`src/rtl/ssp_pkg.sv`:
```
`timescale 1ns/1ps
// Shared parameters and the control register layout for the serial port.
// Assumes a fixed 16-bit word and a 3-bit address carried in the word's top bits.
package ssp_pkg;
    parameter int SSP_WORD_W = 16;
    parameter int SSP_ADDR_W = 3;
    parameter int SSP_RATE_W = 2;

    typedef struct packed {
        logic [SSP_ADDR_W-1:0] own_addr;
        logic                  mp_en;
        logic                  lsb_first;
        logic [SSP_RATE_W-1:0] rate;
    } ssp_ctl_t;

    localparam int SSP_CTL_W = $bits(ssp_ctl_t);
endpackage

```
`src/rtl/ssp_clkgen.sv`:
```
`timescale 1ns/1ps
// Bit clock generator: toggles sclk every (rate+1) core cycles,
// giving a bit clock of clk/(2*(rate+1)).
// Assumes that a rate change may stretch one half period at most.
module ssp_clkgen #(
    parameter int RATE_W = ssp_pkg::SSP_RATE_W
) (
    input  logic              clk,
    input  logic              rst_n,
    input  logic [RATE_W-1:0] rate,
    output logic              sclk_o,
    output logic              rise_tick,
    output logic              fall_tick
);
    logic [RATE_W-1:0] cnt_q;
    logic              wrap;

    assign wrap      = (cnt_q >= rate);
    assign rise_tick = wrap && !sclk_o;
    assign fall_tick = wrap && sclk_o;

    // Half-period counter and clock toggle.
    always_ff @(posedge clk) begin
        if (!rst_n) begin
            cnt_q  <= '0;
            sclk_o <= 1'b0;
        end else if (wrap) begin
            cnt_q  <= '0;
            sclk_o <= ~sclk_o;
        end else begin
            cnt_q  <= cnt_q + 1'b1;
        end
    end

    assert_rise_sets_clk_R4: assert property (@(posedge clk) disable iff (!rst_n)
        rise_tick |=> sclk_o);
    assert_fall_clears_clk_R4: assert property (@(posedge clk) disable iff (!rst_n)
        fall_tick |=> !sclk_o);
endmodule

```
`src/rtl/ssp_tx.sv`:
```
`timescale 1ns/1ps
// Transmit path: a holding buffer feeds a shift register.
// The next word is claimed during the current word's last bit period,
// so that its frame sync overlaps that bit and words run back to back.
// Assumes fall_tick marks each falling edge of the generated bit clock.
module ssp_tx #(
    parameter int WORD_W = ssp_pkg::SSP_WORD_W
) (
    input  logic              clk,
    input  logic              rst_n,
    input  logic              fall_tick,
    input  logic              lsb_first,
    input  logic              tx_wr,
    input  logic [WORD_W-1:0] tx_wdata,
    output logic              obe,
    output logic              fs_o,
    output logic              sd_o
);
    localparam int CNT_W = $clog2(WORD_W);
    localparam logic [CNT_W-1:0] LAST = CNT_W'(WORD_W - 1);

    logic [WORD_W-1:0] hold_q, next_q, shreg_q;
    logic              full_q, armed_q, active_q;
    logic [CNT_W-1:0]  bitcnt_q;
    logic              claim;

    function automatic logic pick_bit(input logic [WORD_W-1:0] w, input logic lsb);
        return lsb ? w[0] : w[WORD_W-1];
    endfunction

    function automatic logic [WORD_W-1:0] shift_word(input logic [WORD_W-1:0] w, input logic lsb);
        return lsb ? {1'b0, w[WORD_W-1:1]} : {w[WORD_W-2:0], 1'b0};
    endfunction

    assign claim = fall_tick && full_q && !armed_q && (!active_q || bitcnt_q >= LAST - 1'b1);
    assign obe   = !full_q;

    // Holding buffer: loaded by the core, emptied when the shifter claims it.
    always_ff @(posedge clk) begin
        if (!rst_n) begin
            hold_q <= '0;
            full_q <= 1'b0;
        end else if (tx_wr) begin
            hold_q <= tx_wdata;
            full_q <= 1'b1;
        end else if (claim) begin
            full_q <= 1'b0;
        end
    end

    // Frame sync, shift register and bit counter, all advancing on falling bit-clock edges.
    always_ff @(posedge clk) begin
        if (!rst_n) begin
            next_q   <= '0;
            shreg_q  <= '0;
            fs_o     <= 1'b0;
            sd_o     <= 1'b0;
            armed_q  <= 1'b0;
            active_q <= 1'b0;
            bitcnt_q <= '0;
        end else if (fall_tick) begin
            if (claim) begin
                fs_o    <= 1'b1;
                armed_q <= 1'b1;
                next_q  <= hold_q;
            end
            if (armed_q) begin
                fs_o     <= 1'b0;
                armed_q  <= 1'b0;
                active_q <= 1'b1;
                bitcnt_q <= '0;
                sd_o     <= pick_bit(next_q, lsb_first);
                shreg_q  <= shift_word(next_q, lsb_first);
            end else if (active_q) begin
                if (bitcnt_q == LAST) begin
                    active_q <= 1'b0;
                    sd_o     <= 1'b0;
                end else begin
                    bitcnt_q <= bitcnt_q + 1'b1;
                    sd_o     <= pick_bit(shreg_q, lsb_first);
                    shreg_q  <= shift_word(shreg_q, lsb_first);
                end
            end
        end
    end

    assert_obe_low_after_write_R2: assert property (@(posedge clk) disable iff (!rst_n)
        tx_wr |=> !obe);
    assert_fs_one_bit_R5: assert property (@(posedge clk) disable iff (!rst_n)
        (fs_o && fall_tick) |=> !fs_o);
    assert_fs_marks_claim_R2: assert property (@(posedge clk) disable iff (!rst_n)
        $rose(fs_o) |-> $past(full_q));
endmodule

```
`src/rtl/ssp_rx.sv`:
```
`timescale 1ns/1ps
// Receive path: synchronises the incoming clock, frame and data pins,
// shifts on rising clock edges and delivers complete words to a receive buffer,
// applying the address filter and overrun detection.
// Assumes the incoming bit clock is at most half the core clock rate.
module ssp_rx #(
    parameter int WORD_W = ssp_pkg::SSP_WORD_W,
    parameter int ADDR_W = ssp_pkg::SSP_ADDR_W
) (
    input  logic              clk,
    input  logic              rst_n,
    input  logic              sclk_i,
    input  logic              fs_i,
    input  logic              sd_i,
    input  logic              lsb_first,
    input  logic              mp_en,
    input  logic [ADDR_W-1:0] own_addr,
    input  logic              rx_rd,
    output logic [WORD_W-1:0] rx_rdata,
    output logic              ibf,
    output logic              ovr
);
    localparam int CNT_W = $clog2(WORD_W);
    localparam logic [CNT_W-1:0] LAST = CNT_W'(WORD_W - 1);

    logic [2:0]        s1_q, s2_q;
    logic              sclk_prev_q;
    logic              s_sclk, s_fs, s_sd, rise;
    logic [WORD_W-1:0] sh_q, sh_in;
    logic [CNT_W-1:0]  cnt_q;
    logic              start_q, active_q;
    logic              done, addr_ok, accept;

    assign {s_sclk, s_fs, s_sd} = s2_q;
    assign rise    = s_sclk && !sclk_prev_q;
    assign sh_in   = lsb_first ? {s_sd, sh_q[WORD_W-1:1]} : {sh_q[WORD_W-2:0], s_sd};
    assign done    = rise && active_q && !start_q && (cnt_q == LAST);
    assign addr_ok = !mp_en || (sh_in[WORD_W-1 -: ADDR_W] == own_addr);
    assign accept  = done && addr_ok;

    // Two-stage synchronisers on the serial pins plus an edge-detect history.
    always_ff @(posedge clk) begin
        if (!rst_n) begin
            s1_q        <= '0;
            s2_q        <= '0;
            sclk_prev_q <= 1'b0;
        end else begin
            s1_q        <= {sclk_i, fs_i, sd_i};
            s2_q        <= s1_q;
            sclk_prev_q <= s_sclk;
        end
    end

    // Shift register and bit counter, advancing on rising bit-clock edges.
    always_ff @(posedge clk) begin
        if (!rst_n) begin
            sh_q     <= '0;
            cnt_q    <= '0;
            start_q  <= 1'b0;
            active_q <= 1'b0;
        end else if (rise) begin
            if (start_q || active_q)
                sh_q <= sh_in;
            if (start_q) begin
                active_q <= 1'b1;
                cnt_q    <= CNT_W'(1);
            end else if (active_q) begin
                if (cnt_q == LAST)
                    active_q <= 1'b0;
                else
                    cnt_q <= cnt_q + 1'b1;
            end
            start_q <= s_fs;
        end
    end

    // Receive buffer with full and overrun flags.
    always_ff @(posedge clk) begin
        if (!rst_n) begin
            rx_rdata <= '0;
            ibf      <= 1'b0;
            ovr      <= 1'b0;
        end else if (accept) begin
            rx_rdata <= sh_in;
            ibf      <= 1'b1;
            if (ibf && !rx_rd)
                ovr <= 1'b1;
            else if (rx_rd)
                ovr <= 1'b0;
        end else if (rx_rd) begin
            ibf <= 1'b0;
            ovr <= 1'b0;
        end
    end

    assert_read_clears_flags_R3: assert property (@(posedge clk) disable iff (!rst_n)
        (rx_rd && !accept) |=> (!ibf && !ovr));
    assert_accept_sets_ibf_R3: assert property (@(posedge clk) disable iff (!rst_n)
        accept |=> ibf);
    assert_ovr_needs_full_R9: assert property (@(posedge clk) disable iff (!rst_n)
        $rose(ovr) |-> $past(ibf));
    assert_mismatch_ignored_R8: assert property (@(posedge clk) disable iff (!rst_n)
        (done && !addr_ok && !rx_rd) |=> ($stable(rx_rdata) && $stable(ibf)));
endmodule

```
`src/rtl/ssp_port.sv`:
```
`timescale 1ns/1ps
// Double-buffered synchronous serial port top.
// It holds the control register and ties together the bit clock generator,
// the transmit path and the receive path.
// Assumes single-cycle write and read strobes from the core.
module ssp_port
    import ssp_pkg::*;
#(
    parameter int WORD_W = SSP_WORD_W
) (
    input  logic                 clk,
    input  logic                 rst_n,
    input  logic                 ctl_wr,
    input  logic [SSP_CTL_W-1:0] ctl_wdata,
    input  logic                 tx_wr,
    input  logic [WORD_W-1:0]    tx_wdata,
    input  logic                 rx_rd,
    output logic [WORD_W-1:0]    rx_rdata,
    output logic                 obe,
    output logic                 ibf,
    output logic                 ovr,
    output logic                 sclk_o,
    output logic                 fs_o,
    output logic                 sd_o,
    input  logic                 sclk_i,
    input  logic                 fs_i,
    input  logic                 sd_i
);
    ssp_ctl_t ctl_q;
    logic     rise_tick, fall_tick;

    // Control register write.
    always_ff @(posedge clk) begin
        if (!rst_n)
            ctl_q <= '0;
        else if (ctl_wr)
            ctl_q <= ssp_ctl_t'(ctl_wdata);
    end

    ssp_clkgen #(.RATE_W(SSP_RATE_W)) clkgen_i (
        .clk       (clk),
        .rst_n     (rst_n),
        .rate      (ctl_q.rate),
        .sclk_o    (sclk_o),
        .rise_tick (rise_tick),
        .fall_tick (fall_tick)
    );

    ssp_tx #(.WORD_W(WORD_W)) tx_i (
        .clk       (clk),
        .rst_n     (rst_n),
        .fall_tick (fall_tick),
        .lsb_first (ctl_q.lsb_first),
        .tx_wr     (tx_wr),
        .tx_wdata  (tx_wdata),
        .obe       (obe),
        .fs_o      (fs_o),
        .sd_o      (sd_o)
    );

    ssp_rx #(.WORD_W(WORD_W), .ADDR_W(SSP_ADDR_W)) rx_i (
        .clk       (clk),
        .rst_n     (rst_n),
        .sclk_i    (sclk_i),
        .fs_i      (fs_i),
        .sd_i      (sd_i),
        .lsb_first (ctl_q.lsb_first),
        .mp_en     (ctl_q.mp_en),
        .own_addr  (ctl_q.own_addr),
        .rx_rd     (rx_rd),
        .rx_rdata  (rx_rdata),
        .ibf       (ibf),
        .ovr       (ovr)
    );

    assert_fs_on_falling_R5: assert property (@(posedge clk) disable iff (!rst_n)
        $changed(fs_o) |-> $fell(sclk_o));
    assert_sd_on_falling_R5: assert property (@(posedge clk) disable iff (!rst_n)
        $changed(sd_o) |-> $fell(sclk_o));
endmodule

```
`config.mk`:
```
export PLATFORM = sky130hd
export DESIGN_NAME = ssp_port
export DESIGN_NICKNAME = d
export VERILOG_FILES = /design/src/rtl/ssp_pkg.sv /design/src/rtl/ssp_clkgen.sv /design/src/rtl/ssp_tx.sv /design/src/rtl/ssp_rx.sv /design/src/rtl/ssp_port.sv
export SDC_FILE = /design/constraint.sdc
export NUM_CORES = 1
export LEC_CHECK = 0
export BUFFER_PORTS_ARGS = -buffer_cell sky130_fd_sc_hd__buf_2
export CAP_MARGIN = 25
export CORE_MARGIN = 3
export CORE_UTILIZATION = 50
export DETAILED_ROUTE_END_ITERATION = 10
export PLACE_DENSITY = 0.7
export RECOVER_POWER = 100
export SLEW_MARGIN = 20
export SYNTH_ARGS = -nofsm -noshare
export SYNTH_HDL_FRONTEND = slang
export SYNTH_SLANG_ARGS = --single-unit
```
`constraint.sdc`:
```
create_clock -name clk -period 3.7 [get_ports clk]
set_clock_uncertainty 0.15 [all_clocks]
set_input_delay 0.185 -clock clk [delete_from_list [all_inputs] [get_ports clk]]
set_output_delay 0.185 -clock clk [all_outputs]
set_load 0.01 [all_outputs]
```
==> impl_metrics.json, run 1 <==
{
  "status": "finished with violations",
  "violations": "capacitance limit, slew limit",
  "place_hpwl_um": 6080,
  "leakage_nw": 2.29,
  "antenna_found_initial": 0,
  "drt_wl_total_um": 9740,
  "n_antenna_cell": 0,
  "root_buffer": "clkbuf_8",
  "tightest_slew_ps": 1710,
  "via_count": 3603,
  "hold_violations": 0,
  "drive_gt1_share_pct": 15.0,
  "drt_iter0_drc": 175,
  "cp-start-kind": "register",
  "ant_nets": 0,
  "core_area_um2": 8890,
  "grt_pass1_vias": 3533,
  "cts_sinks": 114,
  "final_area_um2": 5900,
  "synth-edff-count": 0,
  "syn_avg_cell_area_um2": 9.93,
  "wire_per_inst_um": 14.5,
  "clk_path_buf_depth": 2,
  "track_usage_pct": 20.2,
  "place_area_um2": 4950,
  "p_int_mw": 2.44,
  "maxSlewViolCount": 58,
  "reg2regPathDepth": 6,
  "fin_crit_sh_pct": 80.1,
  "synth_area_leaders": "dfxtp_1 49%, mux2i_1 12%, mux4_2 6.3%, nor2_1 5.5%, a211oi_1 5.3%",
  "yosysMostFrequentCell": "dfxtp_1",
  "grt_max_degree": 58,
  "portBuffers": 52,
  "die_h_um": 103,
  "worstHoldPathCells": 3,
  "fmax_mhz": 338,
  "drv_cap": 1,
  "p_sw_share_pct": 20.9,
  "netlist_instances": 469,
  "timing.critical_path.fanout_max": 18,
  "setup_tns_ps": 0,
  "rsz0062_at_grt": "false",
  "cp.arrival_ps": 3100,
  "synthFlopType": "dfxtp_1",
  "irDropWorstVdd_v": 0.000261,
  "synth_common_cells": "114 x dfxtp_1, 68 x nor2_1, 55 x mux2i_1, 44 x a21oi_1, 41 x nand2_1",
  "insertion_delay_ps": 500,
  "switching_power_mw": 0.645,
  "num-nets-final": 588,
  "power_density_nw_per_um2": 522,
  "critPathKind": "register to register",
  "drt_drc_violations_left": 0,
  "cts_tree": "built",
  "setup_viol": 0,
  "ys_warn_count": 0,
  "cp-end-kind": "register",
  "ios": 53,
  "synth_cell_types": 38,
  "power_frac_seq_pct": 41.4,
  "hold_path.class": "input port to register",
  "h-tree-depth": 4,
  "yosys_register_bits": 114,
  "gp_congestion": 0.823,
  "vias_per_cell": 5.35,
  "clkPwrFrac_pct": 52.8,
  "post_cts_buffers": 0,
  "p_comb_share_pct": 5.8,
  "synth_top_area_share_pct": 49.0,
  "rows": 34,
  "period_needed_ps": 2960,
  "required_ps": 3840,
  "numCtsBuffers": 17,
  "grt_pass1_wl_um": 16700,
  "grt_overflow": 0,
  "yosysSeqAreaShare_pct": 49.0,
  "relSlewSlack_pct": -13.9,
  "synthToLayoutAreaGrowth_pct": 26.8,
  "synthesis.nets": 505,
  "syn_area_um2": 4660,
  "first_pass_iters": 4,
  "synthArstFlopShare_pct": 0,
  "clk_pin_slew_ps": 50,
  "initial_utilization_pct": 52.4,
  "synth_top_area_cell": "dfxtp_1",
  "fp.dieW_um": 103,
  "dieArea_um2": 10500
}
==> state kept, by name, summed over array words and instances, names as in the netlist, 2 cells and up <==
signal          flops
tx_i.next_q        16
rx_i.sh_q          16
clkgen_i.cnt_q      2
rx_i.cnt_q          4
tx_i.shreg_q       16
rx_i.s2_q           3
rx_i.s1_q           3
rx_i.rx_rdata      16
tx_i.hold_q        16
ctl_q               7
tx_i.bitcnt_q       4
==> power groups by stage <==
stage	Sequential [mW]	Clock, mW	Combinational (mW)
floorplan	1.29	0	0.113
detailed placement	1.30	0	0.146
finish	1.28	1.63	0.179
CTS	1.28	1.66	0.181
global route	1.28	1.72	0.199
global placement	1.30	0	0.143
==> cells in the final DEF (no fill, tap or decap), types with 7 or more instances in the layout <==
| master | Yosys | routed |
|---|---|---|
| a21oi_1 | 44 | 44 |
| buf_2 | 4 | 29 |
| nor2_1 | 68 | 68 |
| nand3_1 | 7 | 7 |
| nand2_1 | 41 | 41 |
| a211oi_1 | 33 | 33 |
| clkbuf_1 | 26 | 26 |
| clkbuf_16 | 0 | 16 |
| mux2i_1 | 55 | 55 |
| inv_1 | 6 | 7 |
| dfxtp_1 | 114 | 113 |
| mux4_2 | 13 | 13 |
| dlygate4sd3_1 | 0 | 38 |
==> repair_timing <==
item | CTS | global route
hold buffers | 38 | 0
hold endpoints to repair | 39 | 0
resized for setup | 0 | 0
==> routing by layer <==
| layer | routed length (µm) | vias up | track usage (%) |
|---|---|---|---|
| li1 | - | 1813 | - |
| met3 | 411 | 6 | 6.22 |
| met2 | 4490 | 64 | 30.8 |
| met4 | 67 | 0 | 6.66 |
| met1 | 4780 | 1720 | 27.5 |
| met5 | 0 | - | 0 |
==> cells by family after synthesis <==
group                    synth area share [%]
multiplexers                             19.2
XOR/XNOR                                 1.50
adder cells (fa/ha/maj)                  1.34
flip-flops                               49.0
AND/OR/NAND/NOR                          13.1
buffers and inverters                    3.98
AO/OA/AOI/OAI                            11.9
==> final cells by class <==
type / instances / area (µm²)
clock buffers: 23 / 477
clock inverters: 9 / 128
fillers: 691 / 2990
inverters: 7 / 26.3
multi-input cells: 314 / 2190
flip-flops and latches: 114 / 2280
well taps: 108 / 135
repair buffers: 98 / 666
==> worst max-delay path, stage by stage (launching register included) <==
cell and delay (ps):
dfxtp_2 650, mux2i_2 340, xnor2_1 140, o31ai_4 250, buf_4 260, and2_0 760
a211oi_1 190
==> metrics by stage <==
step / hold WS [ps] / setup slack, ps / power, mW / instances / util [%]
2_1_floorplan: 114 / 1500 / 1.41 / 469 / -
3_3_place_gp: 219 / 1120 / 1.45 / 603 / 55.7
3_5_place_dp: 227 / 989 / 1.45 / 603 / 55.7
4_1_cts: 68.7 / 981 / 3.11 / 673 / 66.8
5_1_grt: 95.1 / 459 / 3.20 / 673 / 66.4
6_report: 89.0 / 737 / 3.08 / 673 / 66.4
==> final timing paths <==
check	start	endpoint	slack, ps
setup / recovery	ctl_q[2]	rx_i.rx_rdata[10]	740
hold / removal	tx_wr	tx_i.full_q	90
setup reg to reg	ctl_q[2]	rx_i.rx_rdata[10]	740
hold reg to reg	rx_i.s1_q[2]	rx_i.s2_q[2]	290
Note: power is estimated with default switching activity, not from simulation.
==> run 2, diff against run 1 <==
- ABC_AREA: unset -> 1
- clock period: 3.7 -> 2.8 ns (I/O delays scaled with it)
==> run 2 against run 1 <==
Net effect: the flow now finishes without violations; power is 37% higher; combinational power increased by 110%; maximum frequency grew 31%; cell area up 4.5%; critical endpoint is now tx_i.next_q[10].
==> impl_metrics.json, run 2 <==
{
  "critPathKind": "register to register",
  "finalWorstSetupSlack_ps": 544,
  "drt_drc_violations_left": 0,
  "synthArstFlopShare_pct": 0,
  "synth_top_area_share_pct": 47.3,
  "ant_nets": 0,
  "whs_ps": 136,
  "n_antenna_cell": 0,
  "rows": 35,
  "nFillCells": 791,
  "hold_buffers": 53,
  "syn_area_um2": 4820,
  "tightest_slew_ps": 713,
  "yosysMostFrequentCell": "nor2_1",
  "drive_gt1_share_pct": 10.9,
  "post_cts_buffers": 0,
  "root_buffer": "clkbuf_8",
  "hold_path.class": "input port to register",
  "first_pass_iters": 5,
  "grt_max_degree": 87,
  "vias_per_cell": 5.10,
  "insertion_delay_ps": 510,
  "ctsResizeCount": 0,
  "synth_common_cells": "124 x nor2_1, 114 x dfxtp_1, 94 x nand2_1, 94 x o21ai_0, 51 x a21oi_1",
  "wire_per_inst_um": 13.1,
  "setup_tns_ps": 0,
  "via_count": 4504,
  "clk_pin_slew_ps": 60,
  "gp_congestion": 0.793,
  "ios": 53,
  "antenna_found_initial": 0,
  "hold_violations": 0,
  "grt_pass1_wl_um": 19900,
  "netlist_instances": 650,
  "busiest_layer": "met2",
  "fin_crit_sh_pct": 80.6,
  "drv_cap": 0,
  "place_hpwl_um": 6900,
  "timing.critical_path.fanout_max": 16,
  "yosys_register_bits": 114,
  "fmax_mhz": 443,
  "grt_util_met2_pct": 36.9,
  "rsz0062_at_grt": "false",
  "cp.arrival_ps": 2510,
  "num-nets-final": 779,
  "critPathBufInv": 3,
  "synthFlopType": "dfxtp_1",
  "grt_use_met1_pct": 28.5,
  "final_area_um2": 6170,
  "cp_slowest_cell": "dfxtp_1",
  "synth_top_area_cell": "dfxtp_1",
  "synth-edff-count": 0,
  "maxSlewViolCount": 0,
  "initial_utilization_pct": 51.7,
  "irDropWorstVdd_v": 0.000460,
  "period_needed_ps": 2260,
  "ys_warn_count": 0,
  "path_cells": "inv_1 > ha_1 > nand2_1 > nand3_1 > nand2_1 > inv_1 > nand2_1 > inv_1 > nor2_1 > nor2_1",
  "place_area_um2": 5100,
  "numCtsBuffers": 17,
  "fp.dieW_um": 104,
  "use_met3_pct": 4.72,
  "required_ps": 3050,
  "leakage_nw": 2.60,
  "synth_cell_types": 34,
  "drt_wl_total_um": 11600,
  "core_area_um2": 9330,
  "synth_area_leaders": "dfxtp_1 47%, o21ai_0 9.8%, nor2_1 9.6%, nand2_1 7.3%, a21oi_1 5.3%",
  "cts_sinks": 114,
  "yosysSeqAreaShare_pct": 47.3,
  "cp-start-kind": "register",
  "portBuffers": 52,
  "layout_common_cells": "123 x nor2_1, 114 x dfxtp_1, 102 x o21ai_0, 96 x nand2_1, 53 x dlygate4sd3_1",
  "clk_path_buf_depth": 2,
  "drt_iter0_drc": 242,
  "crit_family": "simple AND/OR/NAND/NOR gates",
  "synthesis.nets": 686,
  "track_usage_pct": 22.2,
  "setup_viol": 0,
  "cts_tree": "built",
  "dieArea_um2": 10900,
  "grt_pass1_vias": 4263,
  "cp_slowest_stage_delay_ps": 380,
  "die_h_um": 104,
  "cp-end-kind": "register",
  "status": "completed",
  "h-tree-depth": 4,
  "layout.cells.most_common": "nor2_1",
  "syn_avg_cell_area_um2": 7.42,
  "relSlewSlack_pct": 52.5,
  "power_mw": 4.23,
  "synthToLayoutAreaGrowth_pct": 27.9,
  "pre_cts_ws_ps": 765,
  "grt_overflow": 0,
  "power_density_nw_per_um2": 685
}
-- run 2: changes by cell type after synthesis, moves of 32 or more --
cell,before,now
nor2_1,68,124
o21ai_0,2,94
mux2i_1,55,11
nand2_1,41,94
inv_1,6,49
a211oi_1,33,1
-- run 2: cell type report --
cell class                      instances  area (µm²)  area share, %
Clock buffer                           18         428           6.94
Clock inverter                         13         161           2.62
Inverter                               55         206           3.35
Multi-Input combinational cell        443        2110           34.3
Sequential cell                       114        2280           37.0
Tap cell                              129         161           2.62
Timing Repair Buffer                  112         816           13.2
-- run 2: path summary, 6_finish.rpt --
path                          start              end  slack [ps]  depth (start not counted)
hold reg to reg        rx_i.s1_q[0]     rx_i.s2_q[0]         260                          2
setup reg to reg  clkgen_i.cnt_q[0]  tx_i.next_q[10]         540                         10
hold / removal                tx_wr      tx_i.full_q         140                          3
setup / recovery  clkgen_i.cnt_q[0]  tx_i.next_q[10]         540                         10
-- run 2: per-stage QoR --
stage | util, % | std cells
final | 66.1 | 884
after global routing | 66.1 | 884
after CTS | 66.6 | 884
after detailed placement | 54.6 | 800
after global placement | 54.6 | 800
after floorplan | - | 650
-- run 2: power breakdown --
| group | switching (mW) | total (mW) | internal [mW] |
|---|---|---|---|
| sequential | 0.0408 | 1.73 | 1.68 |
| clock | 0.760 | 2.13 | 1.37 |
| combinational | 0.217 | 0.370 | 0.154 |
| total | 1.02 | 4.23 | 3.21 |
-- run 2: cell families (layout without fill, tap and decap cells) --
logic type,count (synthesis),after routing,share of synthesized area (%)
flops,114,114,47.3
xor+xnor,2,2,0.363
buf+inv,93,198,8.51
fa+ha+maj,5,5,1.30
mux,11,11,2.28
simple gates,257,257,22.0
compound gates,168,168,18.3
-- run 2: routing by layer --
layer / vias to the layer above / share of wire, % / wire [µm]
met5: - / 0 / 0
met4: 0 / 1.5 / 173
met3: 20 / 4.4 / 516
met2: 113 / 48 / 5610
met1: 2057 / 46 / 5330
li1: 2314 / - / -
-- run 2: tightest hold or removal path: stages --
cell	delay [ps]
buf_2	190
clkinv_1	300
a21oi_1	110
==> run 3, diff against run 2 <==
- clock period: 2.8 -> 2.4 ns (I/O delays scaled with it)
==> run 3 against run 2 <==
Net effect: power up 17%; worst hold slack got worse by 22 ps; worst setup slack got worse by 300 ps; clock power up 17%; cell area increased by 0.91%; sequential power is 16% higher; maximum frequency is 4.5% higher; core utilization is 0.60 points higher; global-route usage about the same; sequential cell count unchanged; via count increased by 2.9%; critical path depth is the same.
==> impl_metrics.json, run 3 (synthesized netlist as in run 2, its figures left out) <==
{
  "status": "completed",
  "cp_slowest_cell": "dfxtp_1",
  "power_mw": 4.95,
  "dieArea_um2": 10900,
  "insertion_delay_ps": 520,
  "numCtsBuffers": 17,
  "irDropWorstVdd_v": 0.000561,
  "pre_cts_ws_ps": 389,
  "root_buffer": "clkbuf_8",
  "leakage_nw": 2.63,
  "maxSlewViolCount": 0,
  "drt_drc_violations_left": 0,
  "layout_common_cells": "123 x nor2_1, 114 x dfxtp_1, 102 x o21ai_0, 94 x nand2_1, 58 x dlygate4sd3_1",
  "layout.cells.most_common": "nor2_1",
  "cp_slowest_stage_delay_ps": 360,
  "multi_input_area_um2": 2120,
  "setup_viol": 0,
  "dp_cells": 800,
  "clk_path_buf_depth": 2,
  "initial_utilization_pct": 51.7,
  "hold_path.class": "input port to register",
  "nFillCells": 792,
  "drt_iter0_drc": 305,
  "num-nets-final": 784,
  "cts_tree": "built",
  "rows": 35,
  "clk_pin_slew_ps": 60,
  "via_count": 4635,
  "reg2regPathDepth": 10,
  "drt_wl_total_um": 11800,
  "regArea_um2": 2280,
  "cp-end-kind": "register",
  "rsz0062_at_grt": "false",
  "cp-start-kind": "register",
  "finalWorstSetupSlack_ps": 242,
  "drive_gt1_share_pct": 11.0,
  "grt_overflow": 0,
  "worstSetupStartpoint": "clkgen_i.cnt_q[0]",
  "tightest_slew_ps": 722,
  "place_area_um2": 5100,
  "rr_endpoint": "tx_i.next_q[10]",
  "setup_tns_ps": 0,
  "gp_congestion": 0.800,
  "die_h_um": 104,
  "utilization_pct": 66.7,
  "fmax_mhz": 463,
  "reg2reg_from": "clkgen_i.cnt_q[0]",
  "h-tree-depth": 4,
  "whs_ps": 114,
  "required_ps": 2690,
  "drv_cap": 0,
  "fin_crit_sh_pct": 89.9,
  "portBuffers": 52,
  "wire_per_inst_um": 13.3,
  "path_cells": "inv_1 > ha_1 > nand2_1 > nand3_1 > nand2_2 > inv_1 > nand2_1 > buf_4 > o21ai_0 > nor2_1",
  "n_antenna_cell": 0,
  "grt_max_degree": 87,
  "hold_violations": 0,
  "worstSetupEndpoint": "tx_i.next_q[10]",
  "track_usage_pct": 22.2,
  "vias_per_cell": 5.21,
  "cts_sinks": 114,
  "first_pass_iters": 5,
  "grt_pass1_vias": 4228,
  "place_hpwl_um": 6750,
  "grt_pass1_wl_um": 20000,
  "ios": 53,
  "timing.critical_path.fanout_max": 12,
  "critPathKind": "register to register",
  "relSlewSlack_pct": 51.9,
  "worstHoldPathCells": 4,
  "core_area_um2": 9330,
  "fp.dieW_um": 104,
  "synthToLayoutAreaGrowth_pct": 29.1,
  "ant_nets": 0,
  "stdcell_count": 890,
  "period_needed_ps": 2160,
  "power_density_nw_per_um2": 795,
  "reg2reg_slack_ps": 240,
  "cp.arrival_ps": 2450,
  "antenna_found_initial": 0,
  "final_area_um2": 6220
}
run 3: changes by cell type in the layout (fill, tap and decap cells not counted), moves of 2 or more:
cell and delta:
buf_2 -2, clkbuf_1 +2, clkinv_4 +2, clkinvlp_4 -4, dlygate4sd3_1 +5, inv_6 +4
nand2_1 -2, nand2_2 +2
run 3: routing by layer:
layer | track usage (%) | vias up | wire length, µm
met5 | 0 | - | 0
met4 | 8.55 | 0 | 241
met3 | 4.97 | 23 | 483
met2 | 35.7 | 141 | 5620
met1 | 29.2 | 2152 | 5450
li1 | - | 2319 | -
run 3: worst min-delay path by stage:
stage               slack, ps           end    from
floorplan                  70  rx_i.s1_q[0]    sd_i
global placement          150  rx_i.s1_q[0]    sd_i
detailed placement        160  rx_i.s1_q[2]  sclk_i
CTS                       100  rx_i.s1_q[2]   rst_n
global route              140  rx_i.s1_q[1]   rst_n
finish                    110  rx_i.s1_q[0]   rst_n
run 3: cell type report:
type | count | area share (%)
Clock buffer | 19 | 7.10
Sequential cell | 114 | 36.7
Clock inverter | 13 | 2.39
Multi-Input combinational cell | 443 | 34.1
Inverter | 55 | 3.32
Tap cell | 129 | 2.59
Timing Repair Buffer | 117 | 13.8
run 3: worst max-delay path, delay by kind of cell (launching register included):
family / cells / cell delay (ps)
AND/OR/NAND/NOR: 5 / 830
AO/OA/AOI/OAI: 1 / 100
flip-flops: 1 / 360
buffers and inverters: 3 / 350
adder cells (fa/ha/maj): 1 / 290
run 3: what timing repair did:
item,4_1_cts,5_1_grt
hold endpoints to repair,33,0
buffers inserted,0,0
hold buffers,58,0
gates resized for setup,0,0
run 3: power by group:
part / switching, mW / internal, mW / total, mW
combinational: 0.260 / 0.187 / 0.446
clock: 0.941 / 1.55 / 2.49
sequential: 0.0479 / 1.96 / 2.01
total: 1.25 / 3.70 / 4.95
